### config.mk
export PLATFORM = sky130hd
export DESIGN_NAME = burst_addr_seq
export DESIGN_NICKNAME = d
export VERILOG_FILES = /design/src/rtl/bseq_pkg.sv /design/src/rtl/bseq_beat_ctr.sv /design/src/rtl/bseq_base_hold.sv /design/src/rtl/bseq_low_map.sv /design/src/rtl/burst_addr_seq.sv
export SDC_FILE = /design/constraint.sdc
export NUM_CORES = 1
export LEC_CHECK = 0
export BUFFER_PORTS_ARGS = -buffer_cell sky130_fd_sc_hd__buf_2
export CORE_UTILIZATION = 50
export CTS_CLUSTER_DIAMETER = 40
export CTS_CLUSTER_SIZE = 14
export DETAILED_ROUTE_END_ITERATION = 7
export PLACE_DENSITY_LB_ADDON = 0.15
export SYNTH_ARGS = -nofsm -noshare
export SYNTH_HDL_FRONTEND = slang
export SYNTH_SLANG_ARGS = --single-unit
export TNS_END_PERCENT = 30
### constraint.sdc
create_clock -name clk -period 2.5 [get_ports clk]
set_input_delay 0.375 -clock clk [delete_from_list [all_inputs] [get_ports clk]]
set_output_delay 0.375 -clock clk [all_outputs]
set_load 0.1 [all_outputs]
### src/rtl/bseq_pkg.sv
// Package: shared types and the beat-to-address mapping function for the
// burst address sequence generator. Assumes a fixed four-beat burst.
package bseq_pkg;
    localparam int BEAT_W = 2;

    typedef enum logic {
        ORD_LINEAR = 1'b0,
        ORD_XOR    = 1'b1
    } order_e;

    // Map the start value and the beat number to the low address bits.
    function automatic logic [BEAT_W-1:0] beat_low(
        input logic [BEAT_W-1:0] start_lo,
        input logic [BEAT_W-1:0] beat,
        input order_e            order
    );
        logic [BEAT_W-1:0] res;
        if (order == ORD_XOR) res = start_lo ^ beat;
        else                  res = start_lo + beat;
        return res;
    endfunction
endpackage

### src/rtl/bseq_beat_ctr.sv
// Beat counter: keeps the beat number of the current burst and the valid
// flag. A load restarts at beat 0 and takes priority over advance. An
// advance only counts once a burst has been loaded. The counter is
// BEAT_W bits wide, so it wraps naturally after the last beat.
module bseq_beat_ctr
    import bseq_pkg::*;
(
    input  logic              clk,
    input  logic              rst_n,
    input  logic              load,
    input  logic              advance,
    output logic [BEAT_W-1:0] beat,
    output logic              valid
);
    // Purpose: update the beat number and the valid flag.
    always_ff @(posedge clk) begin
        if (!rst_n) begin
            beat  <= '0;
            valid <= 1'b0;
        end else if (load) begin
            beat  <= '0;
            valid <= 1'b1;
        end else if (advance && valid) begin
            beat  <= beat + 1'b1;
        end
    end
endmodule

### src/rtl/bseq_base_hold.sv
// Base holder: captures the starting address and the ordering mode on a
// load and keeps both until the next load. Assumes that order_sel is only
// meaningful on load clocks.
module bseq_base_hold
    import bseq_pkg::*;
#(
    parameter int ADDR_W = 20
) (
    input  logic              clk,
    input  logic              rst_n,
    input  logic              load,
    input  logic [ADDR_W-1:0] start_addr,
    input  logic              order_sel,
    output logic [ADDR_W-1:0] base,
    output order_e            order
);
    // Purpose: latch the address and the ordering on a load.
    always_ff @(posedge clk) begin
        if (!rst_n) begin
            base  <= '0;
            order <= ORD_LINEAR;
        end else if (load) begin
            base  <= start_addr;
            order <= order_e'(order_sel);
        end
    end
endmodule

### src/rtl/bseq_low_map.sv
// Low-bit mapper: combinational translation of the start low bits and the
// beat number into the current low address bits, for the latched ordering.
module bseq_low_map
    import bseq_pkg::*;
(
    input  logic [BEAT_W-1:0] start_lo,
    input  logic [BEAT_W-1:0] beat,
    input  order_e            order,
    output logic [BEAT_W-1:0] addr_lo
);
    // Purpose: apply the ordering function.
    always_comb begin
        addr_lo = beat_low(start_lo, beat, order);
    end
endmodule

### src/rtl/burst_addr_seq.sv
// Top: four-beat burst address sequence generator. The upper address bits
// come from the loaded base. The lowest BEAT_W bits follow a linear or an
// interleaved order. Assumes ADDR_W > BEAT_W.
module burst_addr_seq
    import bseq_pkg::*;
#(
    parameter int ADDR_W = 20
) (
    input  logic              clk,
    input  logic              rst_n,
    input  logic              load_i,
    input  logic              advance_i,
    input  logic              order_sel_i,
    input  logic [ADDR_W-1:0] start_addr_i,
    output logic [ADDR_W-1:0] addr_o,
    output logic              beat_valid_o
);
    localparam int HI_W = ADDR_W - BEAT_W;

    logic [BEAT_W-1:0] beat;
    logic [ADDR_W-1:0] base;
    order_e            order;
    logic [BEAT_W-1:0] addr_lo;

    bseq_beat_ctr u_ctr (
        .clk     (clk),
        .rst_n   (rst_n),
        .load    (load_i),
        .advance (advance_i),
        .beat    (beat),
        .valid   (beat_valid_o)
    );

    bseq_base_hold #(.ADDR_W(ADDR_W)) u_base (
        .clk        (clk),
        .rst_n      (rst_n),
        .load       (load_i),
        .start_addr (start_addr_i),
        .order_sel  (order_sel_i),
        .base       (base),
        .order      (order)
    );

    bseq_low_map u_map (
        .start_lo (base[BEAT_W-1:0]),
        .beat     (beat),
        .order    (order),
        .addr_lo  (addr_lo)
    );

    // Purpose: join the held upper bits with the mapped low bits.
    always_comb begin
        addr_o = {base[ADDR_W-1 -: HI_W], addr_lo};
    end
endmodule

==> flow_summary.ini, run 1 <==
[critical_path]
reg2regPathDepth = 2
end_kind = output port
worstPathMaxFanout = 4
arrival_ns = 1.57
r2r-start = u_ctr.beat[1]$_SDFFE_PP0P_
r2r-end = u_ctr.beat[1]$_SDFFE_PP0P_
crit_path_top_delay_cell = buf_2
rrSetupSlack_ns = 1.63
critPathKind = reg -> out
crit_family = buffers and inverters
cp-start-kind = register
cp_num_buf_inv = 1
cp.depth = 4
cp_data_required_time_ns = 2.12
path_cells = ha_1, nor2b_1, xnor2_2, buf_2
slowest_delay_ns = 0.43

[yosys]
synth_top_area_cell = dfxtp_1
synth_top_area_share_pct = 43.74
avgSynthCellArea_um2 = 10.77
ys_seq_area_share_pct = 43.74
synth_warnings = 0
synth.distinct_cells = 15
synth_area_leaders = dfxtp_1 44%, mux2i_1 20%, buf_4 13%
synthesis.nets = 128
synth_seq_cells = 24
syn_area_um2 = 1099
syn_inst = 102

[power_and_ir_drop]
vdd_drop_max_v = 0.0003661
p_seq_share_pct = 51.0
p_comb_share_pct = 30.1
power.static_leakage_nw = 0.6210
p_per_area_nw_per_um2 = 669.6
clockPowerShare_pct = 18.9
p_sw_mw = 0.2972
swShare_pct = 36.53
p_int_mw = 0.5163

[grt]
antenna_found_initial = 0
grt_max_degree = 26
grt_usage_pct = 14.56
grt_pass1_vias = 640
overflow = 0
grt_pass1_wl_um = 2656

[hold_path]
min_to = u_base.base[15]$_SDFFE_PN0P_
whs_path_depth = 3
hp-start = start_addr_i[15]
hp-class = in -> reg

[finish]
post-route-cell-area_um2 = 1215
antennaDiodeCount = 0
stdcell_count = 154
drive_gt1_share_pct = 39.37
area_growth_pct = 10.59
layout.nets = 155
nFillCells = 185

[sta]
fin_skew_ns = 0.00009837
setup_viol = 0
worst_slew_pin_slew_ns = 0.6640
relSlewSlack_pct = 55.73
finalHoldViolCount = 0
period_share_pct = 77.92
rsz0062_at_grt = no
fmax_ghz = 0.5134
setup_tns_ns = 0
hold_ws_ns = 0.3326
period_needed_ns = 1.948
drv_slew = 0

[clock_tree]
h-tree-depth = 1
clock-sinks = 24
post-cts-setup-buffers = 0
insertion_delay_ns = 0.29
clkSlewWorstSetupHoldPaths_ns = 0.11
cts-root-buf = clkbuf_4
numCtsBuffers = 3
cts_buffer_depth = 2
cts_resized = 0
cts_tree = done
ctsHoldBuffers = 0

[placement]
place.gp.congestion = 0.6571
place_area_um2 = 1192
dp.cells = 151
dp_hpwl_um = 1163
port_buffers = 45

[floorplanning]
io_pins = 46
rows = 16
fp.dieW_um = 48.88
start_util_pct = 54.33
dieHeight_um = 48.88
dieArea_um2 = 2389
core_area_um2 = 2022

[drt]
vias = 714
drt_iter0_markers = 6
drtPass1Iterations = 2
drtAntennaViolNets = 0
via_per_inst = 4.636
routedWlPerCell_um = 10.58
drc = 0
totalWireLength_um = 1629

[flow_run]
max-cap-violations = 0

[status]
outcome = finished clean
==> flip-flops by register name (all words and copies together), names as in the netlist <==
signal and flops:
u_base.base 20, u_ctr.beat 2, u_base.order 1, u_ctr.valid 1
==> cell usage in the layout (no fill, tap or decap), drive strengths merged <==
cell type,instances
buf,45
dfxtp,24
nor2b,22
mux2i,22
clkbuf,3
nand3b,2
xnor2,2
a21bo,1
nand2b,1
a21oi,1
o21a,1
or3b,1
nand3,1
ha,1
==> final cells by class <==
cell class,instances,area [um2],share of cell area (%)
Clock buffer,3,22.52,1.854
Multi-Input combinational cell,55,452.9,37.28
Sequential cell,24,480.5,39.55
Tap cell,27,33.78,2.781
Timing Repair Buffer,45,225.2,18.54
==> power groups by stage <==
stage	logic (mW)	clock network [mW]	registers, mW
3_3_place_gp	0.244	0	0.423
4_1_cts	0.247	0.163	0.416
3_5_place_dp	0.247	0	0.424
5_1_grt	0.256	0.177	0.419
6_report	0.245	0.153	0.415
2_1_floorplan	0.223	0	0.430
==> logic make-up after synthesis <==
kind of cell,share of synthesized area [%]
buf+inv,15.72
fa+ha+maj,1.139
compound gates,2.050
xor+xnor,1.595
flops,43.74
simple gates,15.72
mux,20.05
==> per-layer routing <==
layer / vias up / track usage [%] / wire length (um)
met1: 324 / 16.76 / 758
met5: - / 0 / 0
met3: 2 / 3.115 / 85
met2: 24 / 25.23 / 772
li1: 364 / - / -
met4: 0 / 7.353 / 12
==> cells in the mapped netlist <==
cell      instances
xnor2_1           2
o21a_1            1
nand3_1           1
a21bo_2           1
buf_6             2
a21oi_1           1
mux2i_1          22
buf_4            19
clkbuf_1          2
nand2b_1          1
ha_1              1
nor2b_1          22
nand3b_1          2
dfxtp_1          24
or3b_1            1
==> worst register-to-register path: stages, from the launching register on <==
cell,delay (ns)
dfxtp_1,0.35
or3b_1,0.34
mux2i_1,0.12
==> per-stage QoR <==
step | setup slack [ns] | total power, mW | utilization (%)
global placement | 0.8974 | 0.6668 | 58.97
global route | 0.4422 | 0.8516 | 60.09
CTS | 0.5232 | 0.8252 | 60.09
floorplan | 0.5885 | 0.6530 | -
finish | 0.5521 | 0.8135 | 60.09
detailed placement | 0.8685 | 0.6705 | 58.97
==> worst max path at each step <==
| stage | from | endpoint | slack, ns |
|---|---|---|---|
| 5_1_grt | u_ctr.beat[0]$_SDFFE_PP0P_ | addr_o[1] | 0.44 |
| 6_report | u_ctr.beat[0]$_SDFFE_PP0P_ | addr_o[1] | 0.55 |
| 4_1_cts | u_ctr.beat[0]$_SDFFE_PP0P_ | addr_o[1] | 0.52 |
| 2_1_floorplan | u_ctr.beat[0]$_SDFFE_PP0P_ | addr_o[1] | 0.59 |
| 3_3_place_gp | u_ctr.beat[0]$_SDFFE_PP0P_ | addr_o[1] | 0.90 |
| 3_5_place_dp | u_ctr.beat[0]$_SDFFE_PP0P_ | addr_o[1] | 0.87 |
Power figures use the tool's default switching activity.
==> run 2: changes to the inputs <==
--- a/config.mk
+++ b/config.mk
@@ -5,8 +5,9 @@
 export SDC_FILE = /design/constraint.sdc
 export NUM_CORES = 1
 export LEC_CHECK = 0
+export ABC_AREA = 1
 export BUFFER_PORTS_ARGS = -buffer_cell sky130_fd_sc_hd__buf_2
-export CORE_UTILIZATION = 50
+export CORE_UTILIZATION = 45
 export CTS_CLUSTER_DIAMETER = 40
 export CTS_CLUSTER_SIZE = 14
 export DETAILED_ROUTE_END_ITERATION = 7
==> constraint.sdc (replaced) <==
create_clock -name clk -period 2 [get_ports clk]
set_input_delay 0.3 -clock clk [delete_from_list [all_inputs] [get_ports clk]]
set_output_delay 0.3 -clock clk [all_outputs]
set_load 0.1 [all_outputs]
==> flow_summary.ini, run 2 <==
[sta]
drv_slew = 0
fin_skew_ns = 0.001180
finalHoldViolCount = 0
relSlewSlack_pct = 67.69
period_needed_ns = 1.820
period_share_pct = 91.01
timing.final.ws_setup_ns = 0.1798
setup_viol = 0
rsz0062_at_grt = no
fmax_ghz = 0.5494
setup_tns_ns = 0
hold_ws_ns = 0.2153
worst_slew_pin_slew_ns = 0.4880

[power_and_ir_drop]
p_comb_share_pct = 31.4
swShare_pct = 39.69
p_int_mw = 0.6356
clockPowerShare_pct = 18.9
vdd_drop_max_v = 0.0003777
power.static_leakage_nw = 0.6054
p_sw_mw = 0.4183
p_per_area_nw_per_um2 = 920.6
p_seq_share_pct = 49.7

[yosys]
avgSynthCellArea_um2 = 7.571
synth.distinct_cells = 14
synthesis.nets = 164
yosys.cell_count.top_type = nor2_1
synth_top_area_cell = dfxtp_1
ys_seq_area_share_pct = 45.99
async_flop_share_pct = 0
synth_edf_count = 0
synth_warnings = 0
synth_area_leaders = dfxtp_1 46%, nor2_1 16%, buf_4 14%
synth_ff_type = dfxtp_1
syn_area_um2 = 1045
synth_top_area_share_pct = 45.99
syn_inst = 138
netlist_top_cells_count = 44 x nor2_1, 24 x dfxtp_1, 20 x buf_4
synth_seq_cells = 24

[clock_tree]
numCtsBuffers = 3
clkSlewWorstSetupHoldPaths_ns = 0.12
insertion_delay_ns = 0.30
post-cts-setup-buffers = 0
h-tree-depth = 1
cts-root-buf = clkbuf_4
cts_tree = done
ctsHoldBuffers = 0
cts_buffer_depth = 2
clock-sinks = 24
cts_resized = 0

[critical_path]
crit_path_top_delay_cell = buf_2
slowest_delay_ns = 0.41
end_kind = output port
critPathKind = reg -> out
cp_num_buf_inv = 2
worstPathMaxFanout = 3
path_cells = ha_1, nand2_1, nand3_1, nand2_1, inv_1, buf_2
cp_common_cell = nand2_1
crit_family = buffers and inverters
arrival_ns = 1.52
cp_data_required_time_ns = 1.70
cp-start-kind = register

[placement]
dp.cells = 187
dp_hpwl_um = 1352
dpl_worst_slack_ns = 0.5225
place.gp.congestion = 0.7379
port_buffers = 45

[grt]
grt_usage_pct = 17.37
antenna_found_initial = 0
grt_max_degree = 24
grt_pass1_wl_um = 3298
grt_pass1_vias = 854
overflow = 0

[finish]
nFillCells = 219
final_cell_mix = 45 x buf_2, 44 x nor2_1, 24 x dfxtp_1
stdcell_count = 190
area_growth_pct = 9.581
reg_top3 = u_base.base: 20 flops, u_ctr.beat: 2 flops
multi_input_area_um2 = 351.6
drive_gt1_share_pct = 30.25
largest-register = u_base.base
layout.nets = 190
largest_register_ffs = 20
final_common_cell = buf_2
area.sequential_um2 = 480.5
antennaDiodeCount = 0

[status]
outcome = finished clean

[floorplanning]
io_pins = 46
dieArea_um2 = 2519
start_util_pct = 47.69
core_area_um2 = 2191
fp.dieW_um = 50.19
rows = 17
dieHeight_um = 50.19

[drt]
routedWlPerCell_um = 10.07
drtAntennaViolNets = 0
drt_iter0_markers = 10
drc = 0
totalWireLength_um = 1914
drtPass1Iterations = 4
via_per_inst = 4.621
vias = 878

[hold_path]
hp-class = in -> reg

[flow_run]
max-cap-violations = 0
## run 2: routing by layer
| layer | track usage [%] | share of wire [%] | vias up |
|---|---|---|---|
| met1 | 18.75 | 43 | 386 |
| met4 | 10.00 | 1.7 | 0 |
| met5 | 0 | 0 | - |
| met3 | 2.727 | 5.1 | 4 |
| met2 | 31.56 | 50 | 28 |
| li1 | - | - | 460 |
## run 2: cell families (layout without fill, tap and decap cells)
| group | count (synthesis) | count (layout) | synth area share [%] |
|---|---|---|---|
| AND/OR/NAND/NOR | 58 | 58 | 21.44 |
| buffers and inverters | 32 | 56 | 20.36 |
| flip-flops | 24 | 24 | 45.99 |
| AO/OA/AOI/OAI | 23 | 23 | 11.02 |
| adder cells (fa/ha/maj) | 1 | 1 | 1.197 |
## run 2: layout make-up
type,count,area share (%)
multi-input cells,82,30.71
flip-flops and latches,24,41.97
well taps,28,3.060
inverters,8,2.623
repair buffers,45,19.67
clock buffers,3,1.967
## run 2: worst reg2reg max path, cell delays in order (launching register included)
cell,delay (ns)
dfxtp_1,0.39
nand3_1,0.13
and3_1,0.18
## run 2: per-stage QoR
| step | utilization (%) | instance area [um2] | total power, mW |
|---|---|---|---|
| finish | 52.26 | 1145 | 1.054 |
| detailed placement | 51.23 | 1122 | 0.8676 |
| CTS | 52.26 | 1145 | 1.073 |
| floorplan | - | 1045 | 0.8474 |
| global route | 52.26 | 1145 | 1.109 |
| global placement | 51.23 | 1122 | 0.8635 |
## run 2: worst paths after layout
path	from	cells after the start	slack (ns)	endpoint
worst min-delay path	start_addr_i[17]	3	0.22	u_base.base[17]$_SDFFE_PN0P_
worst max-delay path	u_ctr.beat[0]$_SDFFE_PP0P_	6	0.18	addr_o[1]
worst min register to register	u_base.order$_SDFFE_PN0P_	2	0.49	u_base.order$_SDFFE_PN0P_
worst max register to register	u_ctr.beat[0]$_SDFFE_PP0P_	2	1.21	u_ctr.beat[0]$_SDFFE_PP0P_
## run 2: power groups by stage
stage	logic, mW	clock network (mW)	registers, mW
detailed placement	0.333	0	0.535
floorplan	0.305	0	0.542
global placement	0.330	0	0.534
global route	0.351	0.229	0.529
finish	0.331	0.199	0.524
CTS	0.333	0.215	0.524
